--- config.mk ---
export PLATFORM = sky130hd
export DESIGN_NAME = meas_readout_bank
export DESIGN_NICKNAME = d
export VERILOG_FILES = /design/src/rtl/readout_pkg.sv /design/src/rtl/readout_store.sv /design/src/rtl/readout_txn_ctrl.sv /design/src/rtl/readout_port.sv /design/src/rtl/meas_readout_bank.sv
export SDC_FILE = /design/constraint.sdc
export NUM_CORES = 1
export LEC_CHECK = 0
export ABC_AREA = 1
export BUFFER_PORTS_ARGS = -buffer_cell sky130_fd_sc_hd__buf_4
export CAP_MARGIN = 15
export CORE_MARGIN = 2
export CORE_UTILIZATION = 50
export DETAILED_ROUTE_END_ITERATION = 8
export PLACE_DENSITY = 0.74
export SLEW_MARGIN = 40
export SYNTH_ARGS = -nofsm -noshare
export SYNTH_HDL_FRONTEND = slang
export SYNTH_SLANG_ARGS = --single-unit
--- constraint.sdc ---
create_clock -name clk -period 3.5 [get_ports clk]
set_input_delay 0 -clock clk [delete_from_list [all_inputs] [get_ports clk]]
set_output_delay 0 -clock clk [all_outputs]
set_load 0.05 [all_outputs]
--- src/rtl/readout_pkg.sv ---
package readout_pkg;

  typedef struct packed {
    logic       hit;
    logic       low;
    logic [7:0] slot;
  } addr_dec_t;

  function automatic addr_dec_t decode_addr(input logic [15:0] addr,
                                            input logic [15:0] base,
                                            input int          nslots);
    addr_dec_t   d;
    logic [15:0] off;
    off    = addr - base;
    d.hit  = (addr >= base) && (off < 16'(2 * nslots));
    d.low  = off[0];
    d.slot = off[8:1];
    return d;
  endfunction

endpackage

--- src/rtl/readout_store.sv ---
module readout_store #(
  parameter int N_CELLS  = 15,
  parameter int N_TEMPS  = 3,
  parameter int NARROW_W = 14,
  parameter int WIDE_W   = 16,
  parameter int CIDX_W   = 4,
  parameter int TIDX_W   = 2,
  localparam int N_SLOTS = N_CELLS + N_TEMPS + 2
) (
  input  logic                        clk,
  input  logic                        rst,
  input  logic                        cell_v,
  input  logic [CIDX_W-1:0]           cell_idx,
  input  logic [NARROW_W-1:0]         cell_data,
  input  logic                        pack_v,
  input  logic [WIDE_W-1:0]           pack_data,
  input  logic                        temp_v,
  input  logic [TIDX_W-1:0]           temp_idx,
  input  logic [NARROW_W-1:0]         temp_data,
  input  logic                        cc_v,
  input  logic [WIDE_W-1:0]           cc_data,
  output logic [N_SLOTS*WIDE_W-1:0]   slots_flat
);
  localparam int PACK_SLOT = N_CELLS;
  localparam int TEMP0     = N_CELLS + 1;
  localparam int CC_SLOT   = N_SLOTS - 1;

  for (genvar s = 0; s < N_SLOTS; s++) begin : g_slot
    logic              we;
    logic [WIDE_W-1:0] wd;
    logic [WIDE_W-1:0] q;

    if (s < N_CELLS) begin : g_cell
      assign we = cell_v && (cell_idx == CIDX_W'(s));
      assign wd = WIDE_W'(cell_data);
    end else if (s == PACK_SLOT) begin : g_pack
      assign we = pack_v;
      assign wd = pack_data;
    end else if (s < CC_SLOT) begin : g_temp
      assign we = temp_v && (temp_idx == TIDX_W'(s - TEMP0));
      assign wd = WIDE_W'(temp_data);
    end else begin : g_cc
      assign we = cc_v;
      assign wd = cc_data;
    end

    always_ff @(posedge clk) begin
      if (rst)     q <= '0;
      else if (we) q <= wd;
    end

    assign slots_flat[s*WIDE_W +: WIDE_W] = q;
  end

endmodule

--- src/rtl/readout_txn_ctrl.sv ---
module readout_txn_ctrl #(
  parameter int ADDR_W = 8
) (
  input  logic              clk,
  input  logic              rst,
  input  logic              txn_start,
  input  logic [ADDR_W-1:0] txn_addr,
  input  logic              rd_req,
  output logic [ADDR_W-1:0] rd_addr
);
  logic [ADDR_W-1:0] ptr_q;

  // A start pulse redirects the read in the same cycle.
  assign rd_addr = txn_start ? txn_addr : ptr_q;

  always_ff @(posedge clk) begin
    if (rst)                      ptr_q <= '0;
    else if (txn_start || rd_req) ptr_q <= rd_addr + ADDR_W'(rd_req);
  end

endmodule

--- src/rtl/readout_port.sv ---
module readout_port
  import readout_pkg::*;
#(
  parameter int ADDR_W    = 8,
  parameter int BYTE_W    = 8,
  parameter int N_SLOTS   = 20,
  parameter logic [ADDR_W-1:0] BASE_ADDR = 8'h0C,
  localparam int WIDE_W   = 2 * BYTE_W
) (
  input  logic                      clk,
  input  logic                      rst,
  input  logic [N_SLOTS*WIDE_W-1:0] slots_flat,
  input  logic                      txn_start,
  input  logic                      txn_end,
  input  logic                      rd_req,
  input  logic [ADDR_W-1:0]         rd_addr,
  output logic [BYTE_W-1:0]         rd_data,
  output logic                      rd_valid,
  output logic                      sh_valid,
  output logic [7:0]                sh_slot,
  output logic [WIDE_W-1:0]         sh_val
);
  addr_dec_t         dec;
  logic [WIDE_W-1:0] live;
  logic              sh_hit;
  logic [BYTE_W-1:0] byte_d;
  logic              cap_hi;

  assign dec = decode_addr(16'(rd_addr), 16'(BASE_ADDR), N_SLOTS);

  always_comb begin
    live = '0;
    for (int s = 0; s < N_SLOTS; s++) begin
      if (dec.slot == 8'(s)) live = slots_flat[s*WIDE_W +: WIDE_W];
    end
  end

  // The shadow only serves the low half of the pair it was taken from,
  // and never across a start pulse.
  assign sh_hit = sh_valid && !txn_start && dec.hit && dec.low && (sh_slot == dec.slot);
  assign cap_hi = rd_req && dec.hit && !dec.low;

  always_comb begin
    if (!dec.hit)    byte_d = '0;
    else if (!dec.low) byte_d = live[WIDE_W-1 -: BYTE_W];
    else if (sh_hit) byte_d = sh_val[BYTE_W-1:0];
    else             byte_d = live[BYTE_W-1:0];
  end

  always_ff @(posedge clk) begin
    if (rst) begin
      rd_data  <= '0;
      rd_valid <= 1'b0;
    end else begin
      rd_valid <= rd_req;
      if (rd_req) rd_data <= byte_d;
    end
  end

  always_ff @(posedge clk) begin
    if (rst) begin
      sh_valid <= 1'b0;
      sh_slot  <= '0;
      sh_val   <= '0;
    end else if (txn_end) begin
      sh_valid <= 1'b0;
    end else if (cap_hi) begin
      sh_valid <= 1'b1;
      sh_slot  <= dec.slot;
      sh_val   <= live;
    end else if (txn_start) begin
      sh_valid <= 1'b0;
    end
  end

endmodule

--- src/rtl/meas_readout_bank.sv ---
module meas_readout_bank #(
  parameter int N_CELLS   = 15,
  parameter int N_TEMPS   = 3,
  parameter int NARROW_W  = 14,
  parameter int BYTE_W    = 8,
  parameter int ADDR_W    = 8,
  parameter logic [ADDR_W-1:0] BASE_ADDR = 8'h0C,
  localparam int WIDE_W   = 2 * BYTE_W,
  localparam int CIDX_W   = $clog2(N_CELLS),
  localparam int TIDX_W   = $clog2(N_TEMPS),
  localparam int N_SLOTS  = N_CELLS + N_TEMPS + 2
) (
  input  logic                clk,
  input  logic                rst,
  input  logic                cell_upd_v,
  input  logic [CIDX_W-1:0]   cell_upd_idx,
  input  logic [NARROW_W-1:0] cell_upd_data,
  input  logic                pack_upd_v,
  input  logic [WIDE_W-1:0]   pack_upd_data,
  input  logic                temp_upd_v,
  input  logic [TIDX_W-1:0]   temp_upd_idx,
  input  logic [NARROW_W-1:0] temp_upd_data,
  input  logic                cc_upd_v,
  input  logic [WIDE_W-1:0]   cc_upd_data,
  input  logic                txn_start,
  input  logic [ADDR_W-1:0]   txn_addr,
  input  logic                txn_end,
  input  logic                rd_req,
  output logic [BYTE_W-1:0]   rd_data,
  output logic                rd_valid
);
  logic [N_SLOTS*WIDE_W-1:0] slots_flat;
  logic [ADDR_W-1:0]         rd_addr_w;
  logic                      sh_valid_w;
  logic [7:0]                sh_slot_w;
  logic [WIDE_W-1:0]         sh_val_w;

  readout_store #(
    .N_CELLS (N_CELLS),
    .N_TEMPS (N_TEMPS),
    .NARROW_W(NARROW_W),
    .WIDE_W  (WIDE_W),
    .CIDX_W  (CIDX_W),
    .TIDX_W  (TIDX_W)
  ) u_store (
    .clk       (clk),
    .rst       (rst),
    .cell_v    (cell_upd_v),
    .cell_idx  (cell_upd_idx),
    .cell_data (cell_upd_data),
    .pack_v    (pack_upd_v),
    .pack_data (pack_upd_data),
    .temp_v    (temp_upd_v),
    .temp_idx  (temp_upd_idx),
    .temp_data (temp_upd_data),
    .cc_v      (cc_upd_v),
    .cc_data   (cc_upd_data),
    .slots_flat(slots_flat)
  );

  readout_txn_ctrl #(
    .ADDR_W(ADDR_W)
  ) u_ctrl (
    .clk      (clk),
    .rst      (rst),
    .txn_start(txn_start),
    .txn_addr (txn_addr),
    .rd_req   (rd_req),
    .rd_addr  (rd_addr_w)
  );

  readout_port #(
    .ADDR_W   (ADDR_W),
    .BYTE_W   (BYTE_W),
    .N_SLOTS  (N_SLOTS),
    .BASE_ADDR(BASE_ADDR)
  ) u_port (
    .clk       (clk),
    .rst       (rst),
    .slots_flat(slots_flat),
    .txn_start (txn_start),
    .txn_end   (txn_end),
    .rd_req    (rd_req),
    .rd_addr   (rd_addr_w),
    .rd_data   (rd_data),
    .rd_valid  (rd_valid),
    .sh_valid  (sh_valid_w),
    .sh_slot   (sh_slot_w),
    .sh_val    (sh_val_w)
  );

endmodule

Yosys cells after proc, flatten, opt, wreduce, memory -nomap -nowiden. Cells that the tools add are included.

Flip-flop bits (word level): 318. Bits of input ports: 83.

Reduce and logical (&&, ||, !) cells: 34. Eq/ne operators: 36. Bitwise operators: 1. Add/sub/neg operators: 2. Muxes and demuxes: 26. $lt $le $gt $ge: 2.

Operators by type and width (number): $mux W14 (15); $mux W16 (5); $eq A8 B4 Y1 const B (8); $eq A8 B3 Y1 const B (4); $eq A8 B5 Y1 const B (4); $mux W8 (4); $eq A4 B4 Y1 const B (7); $logic_and A1 B1 Y1 (25); $eq A4 B3 Y1 const B (4); $eq A8 B2 Y1 const B (2); $lt A16 B6 Y1 const B (1); $sub A8 B4 Y9 const B (1); $add A8 B1 Y8 (1); $eq A4 B2 Y1 const B (2); $eq A8 B1 Y1 const B (1); $eq A8 B8 Y1 (1); $ge A8 B4 Y1 const B (1); $logic_not A8 Y1 (1); $eq A4 B1 Y1 const B (1); $logic_not A4 Y1 (1); $eq A2 B1 Y1 const B (1); $eq A2 B2 Y1 const B (1); $logic_not A1 Y1 (2); $logic_not A2 Y1 (1); other kinds (6) (7).

Longest topological paths before layout. Gate-level depths: netlist of run 1.

Word-level depth: 26. Mapped depth: 30.

Hierarchy. A second synthesis of run 1 with hierarchy kept.

Cell total of the unflattened synthesis: 2544. Area, all modules: 16253.1 µm².

By module, submodules not included: readout_store (instances 1, sequential area each 5685.5 µm², area each 10851.7 µm², cells each 1545); readout_port (instances 1, sequential area each 680.7 µm², area each 4730.8 µm², cells each 894); readout_txn_ctrl (instances 1, sequential area each 160.2 µm², area each 670.6 µm², cells each 105).

Least setup slack after synthesis of run 1. OpenSTA, ideal clock, no wires.

Kind: reg2reg. Start: register u_ctrl.ptr_q[2]. End: register u_port.rd_data[5]. Setup slack: 732 ps. Clock period less this slack: 2768 ps. Arrival time: 2635 ps. Cell stages (with the launch flop): 28. Required time: 3368 ps. Setup time: 132 ps. Cells stage by stage: dfxtp_1 -> nand2_2 -> nand2_4 -> ha_1 -> inv_1 -> nand3_2 -> nor2_1 -> nor2_1 -> nor2_2 -> nand2_2 -> nor2_8 -> nand2_2 -> buf_6 -> or2_0 -> nand2_1 -> nand4_1 -> nor2_1 -> nand3_1 -> nand2_1 -> nand4_1 -> nor2_1 -> nand3_1 -> nand2_1 -> nand3_1 -> nand3_1 -> nand2_1 -> nand2_1 -> a21oi_1.

Cells in the longest elaborated chain, start to end: 26. Elaborated cells on any way between the ends: 52. Those cells by class: 1 x add/sub; 2 x order compare; 20 x eq/ne; 24 x mux; 5 x reduce/logical.

Ends and longest elaborated chain: start, declared (line readout_txn_ctrl.sv:11) `logic [ADDR_W-1:0] ptr_q;`; start signal, assigned (line readout_txn_ctrl.sv:18) `else if (txn_start || rd_req) ptr_q <= rd_addr + ADDR_W'(rd_req);`; $mux W8 * (line readout_txn_ctrl.sv:14) `assign rd_addr = txn_start ? txn_addr : ptr_q;`; $sub A8 B4 Y9 (line readout_pkg.sv:14) `off = addr - base;`; $logic_not A8 Y1 (line readout_port.sv:34) `if (dec.slot == 8'(s)) live = slots_flat[s*WIDE_W +: WIDE_W];`; $mux W14 (15 in a row) (line readout_port.sv:34); $mux W16 (5 in a row) (line readout_port.sv:34); $mux W8 (line readout_port.sv:46) `else if (sh_hit) byte_d = sh_val[BYTE_W-1:0];`; $mux W8 (line readout_port.sv:45) `else if (!dec.low) byte_d = live[WIDE_W-1 -: BYTE_W];`; $mux W8 * (line readout_port.sv:44) `if (!dec.hit) byte_d = '0;`; end signal, assigned (line readout_port.sv:56) `if (rd_req) rd_data <= byte_d;`; end, declared (line readout_port.sv:17) `output logic [BYTE_W-1:0] rd_data,`.

Mark *: on every way between the ends. The rest lies on a longest branch, timed or not. A chain may end at the register's enable or synchronous reset.

Final worst setup path of run 1.
Start: input port txn_start. End: register u_port.rd_data[7].

Cells in the longest elaborated chain, start to end: 26. Elaborated cells on any way between the ends: 54. Those cells by class: 1 x add/sub; 2 x order compare; 20 x eq/ne; 24 x mux; 7 x reduce/logical.

Ends and longest elaborated chain: start, declared (line meas_readout_bank.sv:25) `input logic txn_start,`; $mux W8 (line readout_txn_ctrl.sv:14); $sub A8 B4 Y9 (line readout_pkg.sv:14); $logic_not A8 Y1 (line readout_port.sv:34); $mux W14 (15 in a row) (line readout_port.sv:34); $mux W16 (5 in a row) (line readout_port.sv:34); $mux W8 (line readout_port.sv:46); $mux W8 (line readout_port.sv:45); $mux W8 * (line readout_port.sv:44).

Marks and branches as above.

==> results of run 1 <==
[repair_timing]
| action | in CTS | in global routing |
|---|---|---|
| resized for setup | 6 | 55 |
| pin swaps | 1 | 34 |
| setup endpoints to repair | 4 | 16 |
| gates cloned | 0 | 2 |
| setup buffers | 1 | 18 |
| hold buffers | 97 | 0 |
| endpoints found under the hold margin | 306 | 0 |
[routing by layer]
layer / wire length [um] / GRT usage [%]
met3: 4000 / 4.23
met5: 0 / 0
met4: 2290 / 14.5
met1: 18900 / 40.7
met2: 22200 / 49.8
[registers in the layout, indices dropped and copies added (netlist names)]
signal            flops
u_ctrl.ptr_q          8
u_port.rd_data        8
u_port.rd_valid       1
u_port.sh_slot        8
u_port.sh_val         8
u_port.sh_valid       1
u_store.g_slot.q    284
[worst max-delay path: cells and delay by family]
| kind | cells | cell delay (ns) |
|---|---|---|
| buffers and inverters | 8 | 1.41 |
| AO/OA/AOI/OAI | 2 | 0.21 |
| AND/OR/NAND/NOR | 19 | 2.21 |
[final timing paths]
| check | from | slack [ns] | cells after the start | end |
|---|---|---|---|---|
| max | txn_start | 0.07 | 29 | u_port.rd_data[7] |
| min | txn_addr[2] | -0.009 | 5 | u_port.sh_slot[1] |
| max reg2reg | u_ctrl.ptr_q[3] | 0.07 | 26 | u_port.rd_data[7] |
| min reg2reg | u_store.g_slot[12].q[5] | 0.45 | 2 | u_store.g_slot[12].q[5] |
[kinds of logic (layout without fill, tap and decap cells)]
group	after synthesis	count (layout)
flip-flops	318	318
other	0	2
XOR/XNOR	7	7
AO/OA/AOI/OAI	506	506
adder cells (fa/ha/maj)	3	3
buffers and inverters	293	498
AND/OR/NAND/NOR	936	937
[report_power, final]
| part | leakage (nW) | switching [W] | total, W | internal [W] |
|---|---|---|---|---|
| registers | 2.59 | 0.0000677 | 0.00381 | 0.00374 |
| logic | 4.42 | 0.000610 | 0.000989 | 0.000379 |
| clock network | 0.558 | 0.00151 | 0.00369 | 0.00219 |
[final cells by class]
class / count / share of cell area [%]
antenna: 2 / 0.0282
clock buffer: 55 / 5.83
clock inverter: 9 / 0.636
inverter: 175 / 3.78
multi-input combinational: 1453 / 38.2
sequential: 318 / 35.9
tap: 378 / 2.67
timing repair buffer: 259 / 12.9
[stage by stage]
stage | power (W) | instance area, um^2 | hold slack (ns) | setup WS [ns]
after floorplan | 0.00435 | 14100 | 0.0785 | 0.732
after global placement | 0.00464 | 15200 | 0.193 | 0.00269
after detailed placement | 0.00466 | 15200 | 0.197 | -0.0975
after CTS | 0.00839 | 17300 | 0.00515 | 0.0109
after global routing | 0.00873 | 17700 | 0.0122 | -0.101
final | 0.00849 | 17700 | -0.00894 | 0.0688
[layout by cell type (no fill, tap or decap), drive strengths merged]
cell type and count:
o21bai 1, o2111ai 1, nand2 305, nor4 2
bufinv 2, inv 171, xor2 6, a221oi 1
dfxtp 318, and3 1, a31oi 1, o211ai 2
dlygate4sd3 97, nand3 79, xnor2 1, clkbuf 56
ha 3, o22ai 1, clkinvlp 1, nand3b 2
nor2 482, or2 17, a221o 2, o21ai 311
diode 2, nand4 39, nor3 10, buf 161
clkinv 10, a21oi 184, a211oi 2
==> results.md, run 1 <==
* Yosys cell types at 40
* Port Buffers at between 90 and 100
* Post-synth EDFFs at 0
* Cell count after placement at around 2500
* Synth async-reset ratio at 0%
* Pre-antenna DRT Iters at 6
* Routed len/inst at 17.9 um
* Global-route usage over all layers at a little under a third
* Core ar. at 27800 um^2
* Leakage power at between 7 and 8 nW
* Final nets at roughly 2300
* First-pass GRT wire length at 72.5 mm
* Clock Sinks at between 300 and 400
* Tightest Hold Check Type: primary input to flop
* Die width at 172 um
* Worst hold slack at -0.00894 ns
* Pwr Density at 479 nW/um^2
* Compound-Gate Fraction of Synth Area at 18.2%
* GRT Residual Overflow at 0
* Routed WL at 47.3 mm
* Clock buffer count from CTS at 35
* Final Hold Violating Endpoints at 1
* DR iter-0 viols at 1716
* Max Clk Rate at 291 MHz
* Vias in the first global route at 13900
* Largest net degree at the start of global routing at approximately 160
* Arr. time, crit path at roughly 3.8 ns
* Share of cells above drive strength 1 at 13.1%
* Die Y at 172 um
* Status: finished with violations
* WS Path Type: primary input to flop
* Mapped Nets at around 2100
* Initial antenna violation count at 1
* Post-route ant nets at 0
* TritonCTS clock tree: done
* Latest clock arrival within the worst-skew pair at around 0.52 ns
* VDD IR max at approximately 350 uV
* Count leader, synth: nor2_1
* CTS Buffer Depth at 3
* Slew @ Worst Pin at ~0.8 ns
* Main synth FF type: dfxtp_1
* HPWL Detailed at 28.8 mm
* Cell taking the most area after synthesis: dfxtp_1
* Die area at roughly 30000 um^2
* Max Cap Viol at 0
* Violated checks: hold timing
* Crit share post-route at a little over nine tenths
* Root Buffer: clkbuf_16
* Slew HR at 46.5%
* Final min period at 3.43 ns
* Synth cell count leaders: 469 x nor2_1, 318 x dfxtp_1, 308 x o21ai_0
* Final Core Density at 63.8%
* Mapped cell area at roughly 14000 um^2
* H-tree depth at 2
* Fill count at 2397
* Final Wtd Congestion at approximately 0.95
* Area Growth Syn to Fin at 25.8%
* Setup Skew at 0.0178 ns
* Final Max Slew Viols at 0
* Via density at around 5.6
* Worst-path clk slew at 0.06 ns
* Post-synthesis sequential area ratio at roughly 45%
* Synth top area share at a little under half
* Crit path capture type: flop
* Row count at between 60 and 70
* Non-Filler Instances at about 2600
* Slowest-stage cell, CP: dlygate4sd3_1
* Syn_area_per_cell at approximately 7 um^2
* CP most frequent cell: nand2_1
* Largest family of logic cells by synthesized area: simple AND/OR/NAND/NOR gates
* #FFs+latches synth at 318
* Initial Utilization at 50.7%
* FF/Latch Area at 6370 um^2
* # setup viols final at 0
* Req. time, crit path at slightly below 4 ns
* XOR/XNOR Fraction of Synth Area at 0.435%
* Worst setup SP type: primary input
* Post-Synthesis Cells at a little over 2000
* Synth Warn # at 0
* Area share of and/or/nand/nor cells after synthesis at 27.7%
* Total number of vias at 14900
* # IOs at 92
* Multiplexer area fraction after synthesis at 0%
* Area of the multi-input gates at approximately 6800 um^2
* Drt drc at 0
* Total negative setup slack at 0 ns
* Max incr delay on CP at roughly 0.55 ns
* Top post-synthesis cells by area: dfxtp_1 45%, nor2_1 13%, o21ai_0 11%
* Post-synthesis adder-cell area fraction at less than 1%
* Worst-path maximum fanout at 11
Note: power is estimated with default switching activity, not from simulation.
==> run 2: changes to the inputs <==
- PLACE_DENSITY: 0.74 -> 0.67
==> run 2 against run 1 <==
Against the previous run: hold slack improved by 0.075 ns; cell count barely moved; critical path depth did not move; clock power rose by 1%; critical endpoint is now u_port.rd_data[3]; sequential cell count did not move; the run now ends clean; die area did not move; largest power group unchanged; final area rose by 0.33%.
==> results.md, run 2 (synthesis gave the netlist of run 1 again) <==
* Status: finished, final reports clean
* HPWL Detailed at 30.2 mm
* Setup slack, reg-to-reg at 0.17 ns
* Worst path top cell family by delay: simple AND/OR/NAND/NOR gates
* Drt drc at 0
* CP most frequent cell: nand2_1
* Final worst slack at 0.156 ns
* Worst-path maximum fanout at 7
* Fill count at 2516
* Crit path capture type: flop
* Max Cap Viol at 0
* Worst hold path cell count at 7
* Placed Area at 15300 um^2
* # IOs at between 90 and 100
* Commonest non-fill, non-tap cell in the layout: nor2_1
* Worst-path clk slew at approximately 0.060 ns
* Die Y at 172 um
* Reg2reg start: u_ctrl.ptr_q[2]
* Routed WL at 46.7 mm
* Port Buffers at 91
* Cell count after placement at 2478
* Crit share post-route at a little over nine tenths
* Worst setup SP type: primary input
* Slew HR at 55.6%
* Global-route usage over all layers at 31.4%
* Max incr delay on CP at 0.53 ns
* Core ar. at 27800 um^2
* Clock Sinks at 318
* VDD IR max at 355 uV
* Vias in the first global route at 13700
* Final Hold Violating Endpoints at 0
* Initial Utilization at 50.7%
* Initial antenna violation count at 0
* # diodes at 0
* Final Max Slew Viols at 0
* Reg2Reg Depth at 26
* Max FFs per register at 284
* DR iter-0 viols at 1351
* Final min period at ~3.3 ns
* GRT Residual Overflow at 0
* Final nets at 2334
* Total number of vias at 14300
* Routed len/inst at about 18 um
* Post-route ant nets at 0
* Max Clk Rate at between 200 and 300 MHz
* Final total power at ~0.0085 W
* Buffers & Inverters on Critical Path at 7
* Share of cells above drive strength 1 at 13.3%
* Min-delay src: txn_addr[6]
* Pwr Density at roughly 480 nW/um^2
* Top reg by flops: u_store.g_slot.q
* Endpoint, Worst Hold: u_ctrl.ptr_q[6]
* Via density at 5.42
* Largest net degree at the start of global routing at 137
* Slew @ Worst Pin at 0.666 ns
* Root Buffer: clkbuf_16
* Setup Skew at 0.0181 ns
* Pre-antenna DRT Iters at 6
* First-pass GRT wire length at 72.9 mm
* Stages on the worst setup path at 29
* Commonest cells after routing, fill and taps aside: 459 x nor2_1, 316 x dfxtp_1, 308 x o21ai_0, 283 x nand2_1, 181 x a21oi_1
* Latest clock arrival within the worst-skew pair at 0.52 ns
* Tightest Hold Check Type: primary input to flop
* Final Wtd Congestion at roughly 0.9
* Clock buffer count from CTS at 35
* Row count at 61
* Arr. time, crit path at 3.72 ns
* WS Path Type: primary input to flop
* Slowest-stage cell, CP: dlygate4sd3_1
* Die width at 172 um
* CTS Buffer Depth at 3
* R2R Path End: u_port.rd_data[4]
* Worst hold slack at 0.0662 ns
* Leakage power at 7.58 nW
* Area Growth Syn to Fin at 26.2%
* # setup viols final at 0
* H-tree depth at 2
* Die area at 29500 um^2
* Post-Place Worst Slack at -0.0376 ns
* Non-Filler Instances at 2648
* RSZ-0062 raised after global routing: true
* Final Cell Area at 17800 um^2
* TritonCTS clock tree: done
* Req. time, crit path at 3.88 ns
## run 2: cell types whose count changed in the layout (fill, tap and decap cells not counted), moves of 3 or more
cell	previous run	this run
nand2_2	13	16
dlygate4sd3_1	97	102
a21oi_1	184	181
clkbuf_1	13	5
a21oi_2	0	3
## run 2: final cells by class
class,count,area [um^2],share of cell area (%)
repair buffers,266,2360,13.3
clock buffers,46,977,5.50
clock inverters,13,180,1.01
flip-flops and latches,318,6370,35.8
well taps,378,473,2.66
inverters,175,669,3.77
multi-input cells,1452,6750,37.9
## run 2: worst max path at each step
stage / from / slack [ns] / to
CTS: u_ctrl.ptr_q[3] / 0.01 / u_port.rd_data[3]
global route: txn_start / -0.07 / u_port.rd_data[3]
global placement: u_ctrl.ptr_q[2] / 0.03 / u_port.rd_data[5]
floorplan: u_ctrl.ptr_q[2] / 0.73 / u_port.rd_data[5]
detailed placement: u_ctrl.ptr_q[2] / -0.04 / u_port.rd_data[0]
finish: txn_start / 0.16 / u_port.rd_data[3]
## run 2: power breakdown
group | internal, W | leakage [nW] | switching (W) | total (W)
Clock | 0.00226 | 0.562 | 0.00147 | 0.00373
Combinational | 0.000372 | 4.44 | 0.000588 | 0.000960
Sequential | 0.00374 | 2.59 | 0.0000680 | 0.00381
Total | 0.00637 | 7.58 | 0.00213 | 0.00850
## run 2: tightest hold or removal path, stage by stage
cell,delay (ns)
buf_4,0.08
nand2_1,0.07
inv_2,0.07
nor2_4,0.05
xor2_1,0.14
o21ai_0,0.09
inv_1,0.05
## run 2: what timing repair did
action,in CTS,in global routing
endpoints found under the hold margin,310,0
resized for setup,0,57
setup endpoints to repair,6,15
hold buffers,102,0
cloned,0,1
pin swaps,2,27
buffers inserted,3,6
## run 2: per-layer routing
layer,global-route usage [%],wire (um),up-vias
met5,0,0,-
met3,4.03,3270,122
li1,-,-,7024
met2,51.6,22000,543
met4,11.0,1520,0
met1,42.4,20000,6657
## run 2: per-stage QoR
step                      TNS, ns  util [%]
after floorplan                 0         -
after global placement          0      55.0
after detailed placement  -0.0755      55.1
after CTS                       0      63.0
after global routing       -0.199      64.0
final                           0      64.0
==> run 3: changes to the inputs <==
- CELL_PAD_IN_SITES_DETAIL_PLACEMENT: default -> 1
- CELL_PAD_IN_SITES_GLOBAL_PLACEMENT: default -> 1
- CORE_UTILIZATION: 50 -> 44
- PLACE_DENSITY: 0.67 -> 0.79
==> run 3 against run 2 <==
Against the previous run: critical path type is now flop to flop; count of clock-buffer cells in the layout increased by 8; clock skew grew 0.0017 ns; sequential cell count unchanged; clock power about the same; register-to-register slack worse by 0.22 ns; routed wire length increased by 30%; fmax is 5.7% lower; first-iteration DRC count fell by 8.4%; non-clock buffer count up 23; highest routed layer unchanged; largest power group unchanged; total power rose by 1.8%; the run now ends with setup timing left.
==> results.md, run 3 (synthesis gave the netlist of run 1 again) <==
* Die Y at about 180 um
* Fill count at 4028
* First-pass GRT wire length at 91.3 mm
* VDD IR max at 360 uV
* Worst-path clk slew at ~0.070 ns
* Setup Skew at 0.0198 ns
* Routed len/inst at 22.4 um
* Slew HR at 44.9%
* Met3 WL post-DR at between 4 and 5 mm
* Post-Place Worst Slack at -0.240 ns
* Final nets at 2358
* Port Buffers at 91
* Status: finished with violations
* Slowest-stage cell, CP: dfxtp_1
* Post-route ant nets at 0
* Total number of vias at 15700
* Die area at 33400 um^2
* DR iter-0 viols at 1237
* H-tree depth at 2
* Final min period at 3.55 ns
* Initial Utilization at 44.6%
* Largest net degree at the start of global routing at 117
* HPWL Detailed at approximately 35 mm
* CP most frequent cell: nand2_1
* Violated checks: setup timing
* Final Hold Violating Endpoints at 0
* Worst hold path cell count at 5
* CTS Buffer Depth at 3
* Worst-path maximum fanout at 5
* Routed met2 length at 29.2 mm
* Non-Filler Instances at around 2700
* R2R Path End: u_port.rd_data[2]
* Top Metal Used: met4
* Worst setup SP type: flop
* Crit share post-route at 101%
* Buffers & Inverters on Critical Path at 3
* Cell count after placement at 2523
* TritonCTS clock tree: done
* Crit path capture type: flop
* Endpoint, Worst Hold: u_ctrl.ptr_q[4]
* Commonest cells after routing, fill and taps aside: 457 x nor2_1, 317 x dfxtp_1, 307 x o21ai_0, 269 x nand2_1, 176 x a21oi_1
* Worst hold slack at 0.0216 ns
* Die width at approximately 180 um
* Max Cap Viol at 0
* Req. time, crit path at 3.91 ns
* Pwr Density at about 480 nW/um^2
* Latest clock arrival within the worst-skew pair at 0.53 ns
* Max Clk Rate at between 200 and 300 MHz
* Initial antenna violation count at 3
* FF/Latch Area at between 6000 and 7000 um^2
* Worst path top cell family by delay: simple AND/OR/NAND/NOR gates
* Drt drc at 0
* GRT Residual Overflow at 0
* Final Cell Area at 18100 um^2
* # IOs at 92
* RSZ-0062 raised after global routing: true
* Tightest Hold Check Type: primary input to flop
* Setup slack, reg-to-reg at -0.05 ns
* Total negative setup slack at -0.0453 ns
* Row count at 65
* Clock Sinks at about 320
* WS Path Type: flop to flop
* Final Wtd Congestion at 0.852
* Area Growth Syn to Fin at 28.7%
* Final Max Slew Viols at 0
* Global-route usage over all layers at 34.9%
* Min-delay src: txn_addr[4]
* Slew @ Worst Pin at ~0.83 ns
* Reg2reg start: u_ctrl.ptr_q[3]
* Clock buffer count from CTS at 36
* Placed Area at roughly 16000 um^2
* Max incr delay on CP at 0.32 ns
* Commonest non-fill, non-tap cell in the layout: nor2_1
* Reg2Reg Depth at 27
* Root Buffer: clkbuf_16
* Pre-antenna DRT Iters at 5
* Arr. time, crit path at 3.96 ns
* Via density at 5.83
* Leakage power at slightly below 8 nW
* Routed WL at 60.6 mm
* Area of the multi-input gates at 6890 um^2
* Wl on met1 at 24.1 mm
* Top reg by flops: u_store.g_slot.q
* Share of cells above drive strength 1 at roughly 16%
* Core ar. at 31600 um^2
* Vias in the first global route at roughly 16000
* Max FFs per register at 284
* # setup viols final at 1
* Final worst slack at -0.0453 ns
[run 3: changes by cell type in the layout (fill, tap and decap cells not counted), moves of 5 or more]
| cell | change |
|---|---|
| a21oi_2 | +5 |
| nand3_2 | +8 |
| nand3_1 | -11 |
| a21oi_1 | -5 |
| nand2_2 | +14 |
| nand2_1 | -14 |
| buf_4 | +24 |
[run 3: routing by layer]
layer,global-route usage (%),up-vias
met5,0,-
met4,18.3,0
met3,5.88,225
met2,60.0,704
met1,42.0,7740
li1,-,7080
[run 3: worst max path at each step]
| stage | depth (start not counted) | endpoint | slack [ns] | startpoint |
|---|---|---|---|---|
| detailed placement | 28 | u_port.rd_data[5] | -0.24 | u_ctrl.ptr_q[2] |
| global placement | 28 | u_port.rd_data[5] | -0.16 | u_ctrl.ptr_q[2] |
| finish | 27 | u_port.rd_data[2] | -0.05 | u_ctrl.ptr_q[3] |
| floorplan | 27 | u_port.rd_data[5] | 0.73 | u_ctrl.ptr_q[2] |
| global route | 28 | u_port.rd_data[2] | -0.22 | u_ctrl.ptr_q[3] |
| CTS | 28 | u_port.rd_data[5] | -0.02 | u_ctrl.ptr_q[2] |
[run 3: final cells by class]
| cell class | instances | share of cell area, % |
|---|---|---|
| diodes | 2 | 0.0276 |
| multi-input cells | 1452 | 38.0 |
| flip-flops and latches | 318 | 35.1 |
| well taps | 402 | 2.78 |
| clock buffers | 54 | 5.96 |
| clock inverters | 9 | 0.290 |
| repair buffers | 289 | 14.2 |
| inverters | 175 | 3.67 |
[run 3: tightest hold or removal path: stages]
cell and delay, ns:
buf_4 0.11, nand2_2 0.10, nand3_4 0.11, o211ai_1 0.10
a21oi_1 0.07
[run 3: timing repair]
| item | in CTS | in global routing |
|---|---|---|
| pin swaps | 9 | 51 |
| cloned | 0 | 1 |
| gates resized for setup | 15 | 75 |
| hold endpoints to repair | 304 | 0 |
| setup buffers | 4 | 11 |
| hold buffers | 98 | 0 |
| endpoints found under the setup margin | 7 | 16 |
[run 3: power by group]
part / internal, W / switching (W) / leakage, nW / total (W)
combinational: 0.000409 / 0.000689 / 4.63 / 0.00110
sequential: 0.00374 / 0.0000762 / 2.59 / 0.00382
clock: 0.00213 / 0.00160 / 0.567 / 0.00374
total: 0.00628 / 0.00237 / 7.78 / 0.00865
[run 3: stage by stage]
| step | utilization (%) | power, W |
|---|---|---|
| floorplan | - | 0.00435 |
| global placement | 49.2 | 0.00470 |
| CTS | 56.2 | 0.00849 |
| detailed placement | 49.2 | 0.00473 |
| global route | 57.4 | 0.00889 |
| finish | 57.4 | 0.00865 |
